--- src/rtl/be_gen_pkg.sv ---
package be_gen_pkg;

    localparam int ADDR_W = 32;
    localparam int BE_W   = 4;

    typedef enum logic {
        DIR_READ  = 1'b0,
        DIR_WRITE = 1'b1
    } dir_e;

    typedef struct packed {
        logic [ADDR_W-1:0] addr;
        logic [BE_W-1:0]   be;
        logic              line_last;
        logic              region_last;
    } beat_t;

    // Lanes still enabled when the first dword starts on a halfword offset.
    function automatic logic [BE_W-1:0] head_mask(input logic half_off);
        return half_off ? 4'b1100 : 4'b1111;
    endfunction

    // Lanes enabled in the final dword, given 1..4 lanes left to cover.
    function automatic logic [BE_W-1:0] tail_mask(input logic [2:0] lanes_left);
        case (lanes_left)
            3'd1:    return 4'b0001;
            3'd2:    return 4'b0011;
            3'd3:    return 4'b0111;
            default: return 4'b1111;
        endcase
    endfunction

endpackage

--- src/rtl/be_gen_walker.sv ---
module be_gen_walker
    import be_gen_pkg::*;
#(
    parameter int CNT_W = 16
) (
    input  logic              clk,
    input  logic              rst,
    input  logic              start,
    input  logic [ADDR_W-1:0] start_addr,
    input  logic [CNT_W-1:0]  byte_cnt,
    input  logic              is_write,
    input  logic              advance,
    output logic              active,
    output logic [ADDR_W-1:0] cur_addr,
    output logic [CNT_W+1:0]  lanes_left,
    output logic              first_beat,
    output logic              half_off,
    output dir_e              dir
);
    localparam int REM_W = CNT_W + 2;
    localparam logic [REM_W-1:0] FULL_REGION = REM_W'(1) << CNT_W;
    localparam logic [REM_W-1:0] DWORD_LANES = REM_W'(4);

    logic [REM_W-1:0] region_len;
    logic [REM_W-1:0] lead_lanes;

    always_comb begin
        region_len = (byte_cnt == '0) ? FULL_REGION : REM_W'(byte_cnt);
        lead_lanes = start_addr[1] ? REM_W'(2) : '0;
    end

    always_ff @(posedge clk) begin
        if (rst) begin
            active     <= 1'b0;
            cur_addr   <= '0;
            lanes_left <= '0;
            first_beat <= 1'b0;
            half_off   <= 1'b0;
            dir        <= DIR_READ;
        end else if (!active) begin
            if (start) begin
                active     <= 1'b1;
                cur_addr   <= start_addr & ~ADDR_W'(3);
                lanes_left <= region_len + lead_lanes;
                first_beat <= 1'b1;
                half_off   <= start_addr[1];
                dir        <= is_write ? DIR_WRITE : DIR_READ;
            end
        end else if (advance) begin
            if (lanes_left <= DWORD_LANES) begin
                active <= 1'b0;
            end else begin
                cur_addr   <= cur_addr + ADDR_W'(4);
                lanes_left <= lanes_left - DWORD_LANES;
                first_beat <= 1'b0;
            end
        end
    end

endmodule

--- src/rtl/be_gen_lanes.sv ---
module be_gen_lanes
    import be_gen_pkg::*;
#(
    parameter int CNT_W      = 16,
    parameter int LINE_BYTES = 32
) (
    input  logic [ADDR_W-1:0] cur_addr,
    input  logic [CNT_W+1:0]  lanes_left,
    input  logic              first_beat,
    input  logic              half_off,
    input  dir_e              dir,
    output beat_t             beat
);
    localparam int REM_W      = CNT_W + 2;
    localparam int LINE_IDX_W = $clog2(LINE_BYTES / 4);

    logic             at_end;
    logic [BE_W-1:0]  front;
    logic [BE_W-1:0]  back;

    always_comb begin
        at_end = (lanes_left <= REM_W'(4));
        front  = head_mask(first_beat && half_off);
        back   = at_end ? tail_mask(lanes_left[2:0]) : 4'b1111;

        beat.addr        = cur_addr;
        beat.region_last = at_end;
        beat.line_last   = at_end || (&cur_addr[LINE_IDX_W+1:2]);
        beat.be          = (dir == DIR_WRITE) ? (front & back) : 4'b1111;
    end

endmodule

--- src/rtl/be_gen.sv ---
module be_gen
    import be_gen_pkg::*;
#(
    parameter int CNT_W      = 16,
    parameter int LINE_BYTES = 32
) (
    input  logic              clk,
    input  logic              rst,
    input  logic              start,
    input  logic [ADDR_W-1:0] start_addr,
    input  logic [CNT_W-1:0]  byte_cnt,
    input  logic              is_write,
    output logic              idle,
    output logic              out_valid,
    input  logic              out_ready,
    output logic [ADDR_W-1:0] out_addr,
    output logic [BE_W-1:0]   out_be,
    output logic              out_line_last,
    output logic              out_region_last
);
    logic              active;
    logic [ADDR_W-1:0] cur_addr;
    logic [CNT_W+1:0]  lanes_left;
    logic              first_beat;
    logic              half_off;
    dir_e              dir;
    beat_t             beat;

    be_gen_walker #(.CNT_W(CNT_W)) u_walker (
        .clk        (clk),
        .rst        (rst),
        .start      (start),
        .start_addr (start_addr),
        .byte_cnt   (byte_cnt),
        .is_write   (is_write),
        .advance    (active && out_ready),
        .active     (active),
        .cur_addr   (cur_addr),
        .lanes_left (lanes_left),
        .first_beat (first_beat),
        .half_off   (half_off),
        .dir        (dir)
    );

    be_gen_lanes #(.CNT_W(CNT_W), .LINE_BYTES(LINE_BYTES)) u_lanes (
        .cur_addr   (cur_addr),
        .lanes_left (lanes_left),
        .first_beat (first_beat),
        .half_off   (half_off),
        .dir        (dir),
        .beat       (beat)
    );

    always_comb begin
        idle            = !active;
        out_valid       = active;
        out_addr        = beat.addr;
        out_be          = beat.be;
        out_line_last   = beat.line_last;
        out_region_last = beat.region_last;
    end

endmodule

--- config.mk ---
export PLATFORM = sky130hd
export DESIGN_NAME = be_gen
export DESIGN_NICKNAME = d
export VERILOG_FILES = /design/src/rtl/be_gen_pkg.sv /design/src/rtl/be_gen_walker.sv /design/src/rtl/be_gen_lanes.sv /design/src/rtl/be_gen.sv
export SDC_FILE = /design/constraint.sdc
export NUM_CORES = 1
export LEC_CHECK = 0
export BUFFER_PORTS_ARGS = -buffer_cell sky130_fd_sc_hd__buf_2
export CAP_MARGIN = 10
export CORE_MARGIN = 2
export CORE_UTILIZATION = 30
export CTS_CLUSTER_DIAMETER = 50
export DETAILED_ROUTE_END_ITERATION = 10
export GPL_TIMING_DRIVEN = 0
export MAX_ROUTING_LAYER = met4
export PLACE_DENSITY = 0.46
export SLEW_MARGIN = 20
export SYNTH_ARGS = -nofsm -noshare
export SYNTH_HDL_FRONTEND = slang
export SYNTH_HIERARCHICAL = 1
export SYNTH_SLANG_ARGS = --single-unit
--- constraint.sdc ---
create_clock -name clk -period 4.2 [get_ports clk]
set_input_delay 0.84 -clock clk [delete_from_list [all_inputs] [get_ports clk]]
set_output_delay 0.84 -clock clk [all_outputs]
set_load 0.03 [all_outputs]
==> impl_summary.log <==
[metrics] status: finished clean
[metrics] total global routing overflow: 0
[metrics] I/O pin total: 93
[metrics] full die area: 0.0140 mm2
[metrics] TritonCTS clock tree: built
[metrics] mapped cell area: 0.00392 mm2
[metrics] commonest non-fill, non-tap cell in the layout: sky130_fd_sc_hd__buf_2
[metrics] ratio of final minimum period to clock period: 62.8%
[metrics] antenna-violating nets left: 0
[metrics] number of enable flip-flop cells after synthesis: 0
[metrics] Rows: 41
[metrics] worst setup timing slack at the placement stage: 1.33 ns
[metrics] final setup violating endpoints: 0
[metrics] highest fanout seen on the critical path: 10
[metrics] effective utilization at floorplan: 30.9%
[metrics] share of synthesized area spent on multiplexers: 1.31%
[metrics] post-layout net count: 678
[metrics] hold-fix buffers at CTS: 0
[metrics] post-synthesis share of cell area spent on full adders, half adders and majority gates: 1.60%
[metrics] most frequent cells in the layout: sky130_fd_sc_hd__buf_2, sky130_fd_sc_hd__nand2_1, sky130_fd_sc_hd__dfxtp_1
[metrics] Worst Reg2Reg Path Length in Cells: 8
[metrics] Inserted Diodes: 0
[metrics] WL met3: 945 um
[metrics] top layer in use: met4
[metrics] synthesized area per cell: 7.50 um2
[metrics] half-perimeter wire length after placement: 11800 um
[metrics] vias in the first global route: 4304
[metrics] DR pass1 iterations: 5
[metrics] Async S/R FF share, synth: 0%
[metrics] category of the most critical setup path: in -> reg
[metrics] worst hold stages: 2
[metrics] core box area: 0.0127 mm2
[metrics] number of vias after detailed routing: 4495
[metrics] antenna violations before repair: 0
[metrics] ratio of routed vias to standard cells: 5.67
[metrics] H-tree depth: 2
[metrics] fraction of layout cells with a size suffix above 1: 25.1%
[metrics] Synth top area share: 26.5%
[metrics] total of buffers placed on input and output ports: 89
[metrics] pin count of the biggest net entering global routing: 16
[metrics] cell accounting for the most synthesized area: sky130_fd_sc_hd__dfxtp_1
[metrics] number of DRC violations after detailed-routing iteration 0: 324
[metrics] wire length on met1: 7060 um
[metrics] horizontal extent of the die: 118 um
[metrics] RSZ-0062 raised after global routing: no
[metrics] Synth Area in Simple Gates: 28.3%
[metrics] quantity of gates resized following cts: 0
[metrics] total power density per cell area: 344 mW/mm2
[metrics] Skew-Pair Late Insertion Delay: 0.31 ns
[metrics] Crit. End Element: flip-flop
[metrics] synthesized flop and latch total: 52
[metrics] total count of max-transition violations in the final report: 0
[metrics] count of final hold-check violations: 0
[metrics] # clock sinks: 52
[metrics] Worst Path Required: 4.43 ns
[metrics] mean routed wirelength per cell: 20.1 um
[metrics] remaining max-slew budget at the tightest pin: 44.0%
[metrics] Post-Place Cell Area: 0.00459 mm2
[metrics] dominant combinational cell family by area after synthesis: simple AND/OR/NAND/NOR gates
[metrics] MaxCap Viol Count: 0
[metrics] routed wire length: 15900 um
[metrics] total number of yosys warnings: 6
[metrics] wire length of the first global-routing pass: 24200 um
[metrics] total area of multi-input combinational cells: 0.00241 mm2
[metrics] cell leakage power: 1.88 nW
[metrics] met2 wire length: 7500 um
[metrics] clk buf depth: 2
[metrics] Post-Synthesis Cells: 523
[metrics] post-route cell area: 0.00474 mm2
[metrics] number of filler instances in the final layout: 1401
[metrics] worst setup skew after layout: 0.00839 ns
[metrics] FF+latch area: 0.00104 mm2
[metrics] fraction of the yosys area taken by sequential cells: 26.5%
[metrics] clk slew on worst S/H paths: 0.07 ns
[metrics] global placement routability congestion: 0.940
[metrics] worst hold-check path type: reg -> reg
[metrics] number of setup buffers added after CTS: 0
[metrics] min cycle time layout: 2.64 ns
[metrics] summed negative setup slack over all endpoints: 0 ns
[metrics] worst endpoint data arrival time: 2.87 ns
[metrics] timing-limited maximum frequency: 0.379 GHz
[metrics] area grow syn2layout: 20.8%
[metrics] cell at the root of the clock tree: sky130_fd_sc_hd__clkbuf_16
[metrics] fraction of the mapped netlist area in compound gates: 26.9%
[metrics] count of cell types in the netlist: 68
[metrics] slew at the pin closest to its max-slew limit: 0.840 ns
[metrics] main flop type after synthesis: sky130_fd_sc_hd__dfxtp_1
[metrics] total power consumption of the routed design: 1.63 mW
[metrics] maximum vdd ir drop: 138 uV
[metrics] CP Launch Type: input pin
[metrics] xor and xnor fraction of the mapped netlist area: 3.13%
[metrics] remaining routing DRC violations: 0
[metrics] number of buffers inserted during clock tree synthesis: 5
[metrics] Worst Setup Slack, final: 1.56 ns
[metrics] overall track demand over capacity in global routing: 23.0%
[metrics] overall die height: 118 um
[metrics] top cells by area in the synthesized netlist: sky130_fd_sc_hd__dfxtp_1, sky130_fd_sc_hd__buf_4, sky130_fd_sc_hd__nand2_1, sky130_fd_sc_hd__a21oi_1, sky130_fd_sc_hd__nand3_1
[metrics by stage]
step | hold slack, ns | std cells | utilization (%)
after global routing | 0.488 | 793 | 37.4
final | 0.467 | 793 | 37.4
after floorplan | 0.437 | 524 | -
after CTS | 0.464 | 793 | 37.4
after global placement | 0.451 | 785 | 36.2
after detailed placement | 0.453 | 785 | 36.2
[sequential cells by signal, indices dropped and copies added (netlist names)]
| name | cells |
|---|---|
| u_walker/cur_addr | 30 |
| u_walker/lanes_left | 18 |
| u_walker/active | 1 |
| u_walker/dir | 1 |
| u_walker/first_beat | 1 |
| u_walker/half_off | 1 |
[worst paths after layout]
path	slack, ns	endpoint	from
worst max-delay path	1.56	u_walker/cur_addr[13]	out_ready
worst min-delay path	0.47	u_walker/half_off	u_walker/half_off
worst max register to register	1.58	u_walker/cur_addr[13]	u_walker/active
worst min register to register	0.47	u_walker/half_off	u_walker/half_off
[area by class of cell]
class / count / area share [%]
multi-input cells: 390 / 50.9
repair buffers: 89 / 9.41
clock inverters: 1 / 0.159
inverters: 13 / 1.03
clock buffers: 7 / 3.01
plain buffers: 69 / 8.98
well taps: 172 / 4.54
flip-flops and latches: 52 / 22.0
[worst max-delay path, cell delays in order]
cell and delay [ns]:
sky130_fd_sc_hd__buf_2 0.07, sky130_fd_sc_hd__and2_1 0.10, sky130_fd_sc_hd__and2_1 0.13, sky130_fd_sc_hd__clkbuf_1 0.34, sky130_fd_sc_hd__nor2_1 0.16, sky130_fd_sc_hd__a21oi_2 0.35
sky130_fd_sc_hd__clkbuf_1 0.54, sky130_fd_sc_hd__o21ai_0 0.18, sky130_fd_sc_hd__a21oi_1 0.16
[cell usage after synthesis (all sizes together) (9+ instances only)]
library cell	n
nand2	58
dfxtp	52
buf	49
a21oi	43
nor2	31
nand3	28
o21ai	27
clkbuf	20
nor4	20
nor3	17
inv	12
nand4	12
o32ai	12
and3	9
o211ai	9
[cell families after synthesis]
| kind of cell | after synthesis |
|---|---|
| AOI/OAI and AO/OA | 154 |
| xor gates and xnor gates | 14 |
| adders and majority gates | 5 |
| buffers and inverters | 82 |
| DFF | 52 |
| muxes | 5 |
| other | 1 |
| and+or+nand+nor | 210 |
[layer usage]
layer  global-route usage, %  up-vias
met5                       -        -
met4                    9.56        0
met3                    3.23       30
met2                    37.1      197
met1                    28.8     2145
li1                        -     2123
[report_power, final]
part           leakage (nW)  switching, mW  internal (mW)
Sequential            0.427         0.0632          0.537
Combinational          1.39          0.366          0.214
Clock                0.0701          0.208          0.239
Power figures use the tool's default switching activity.
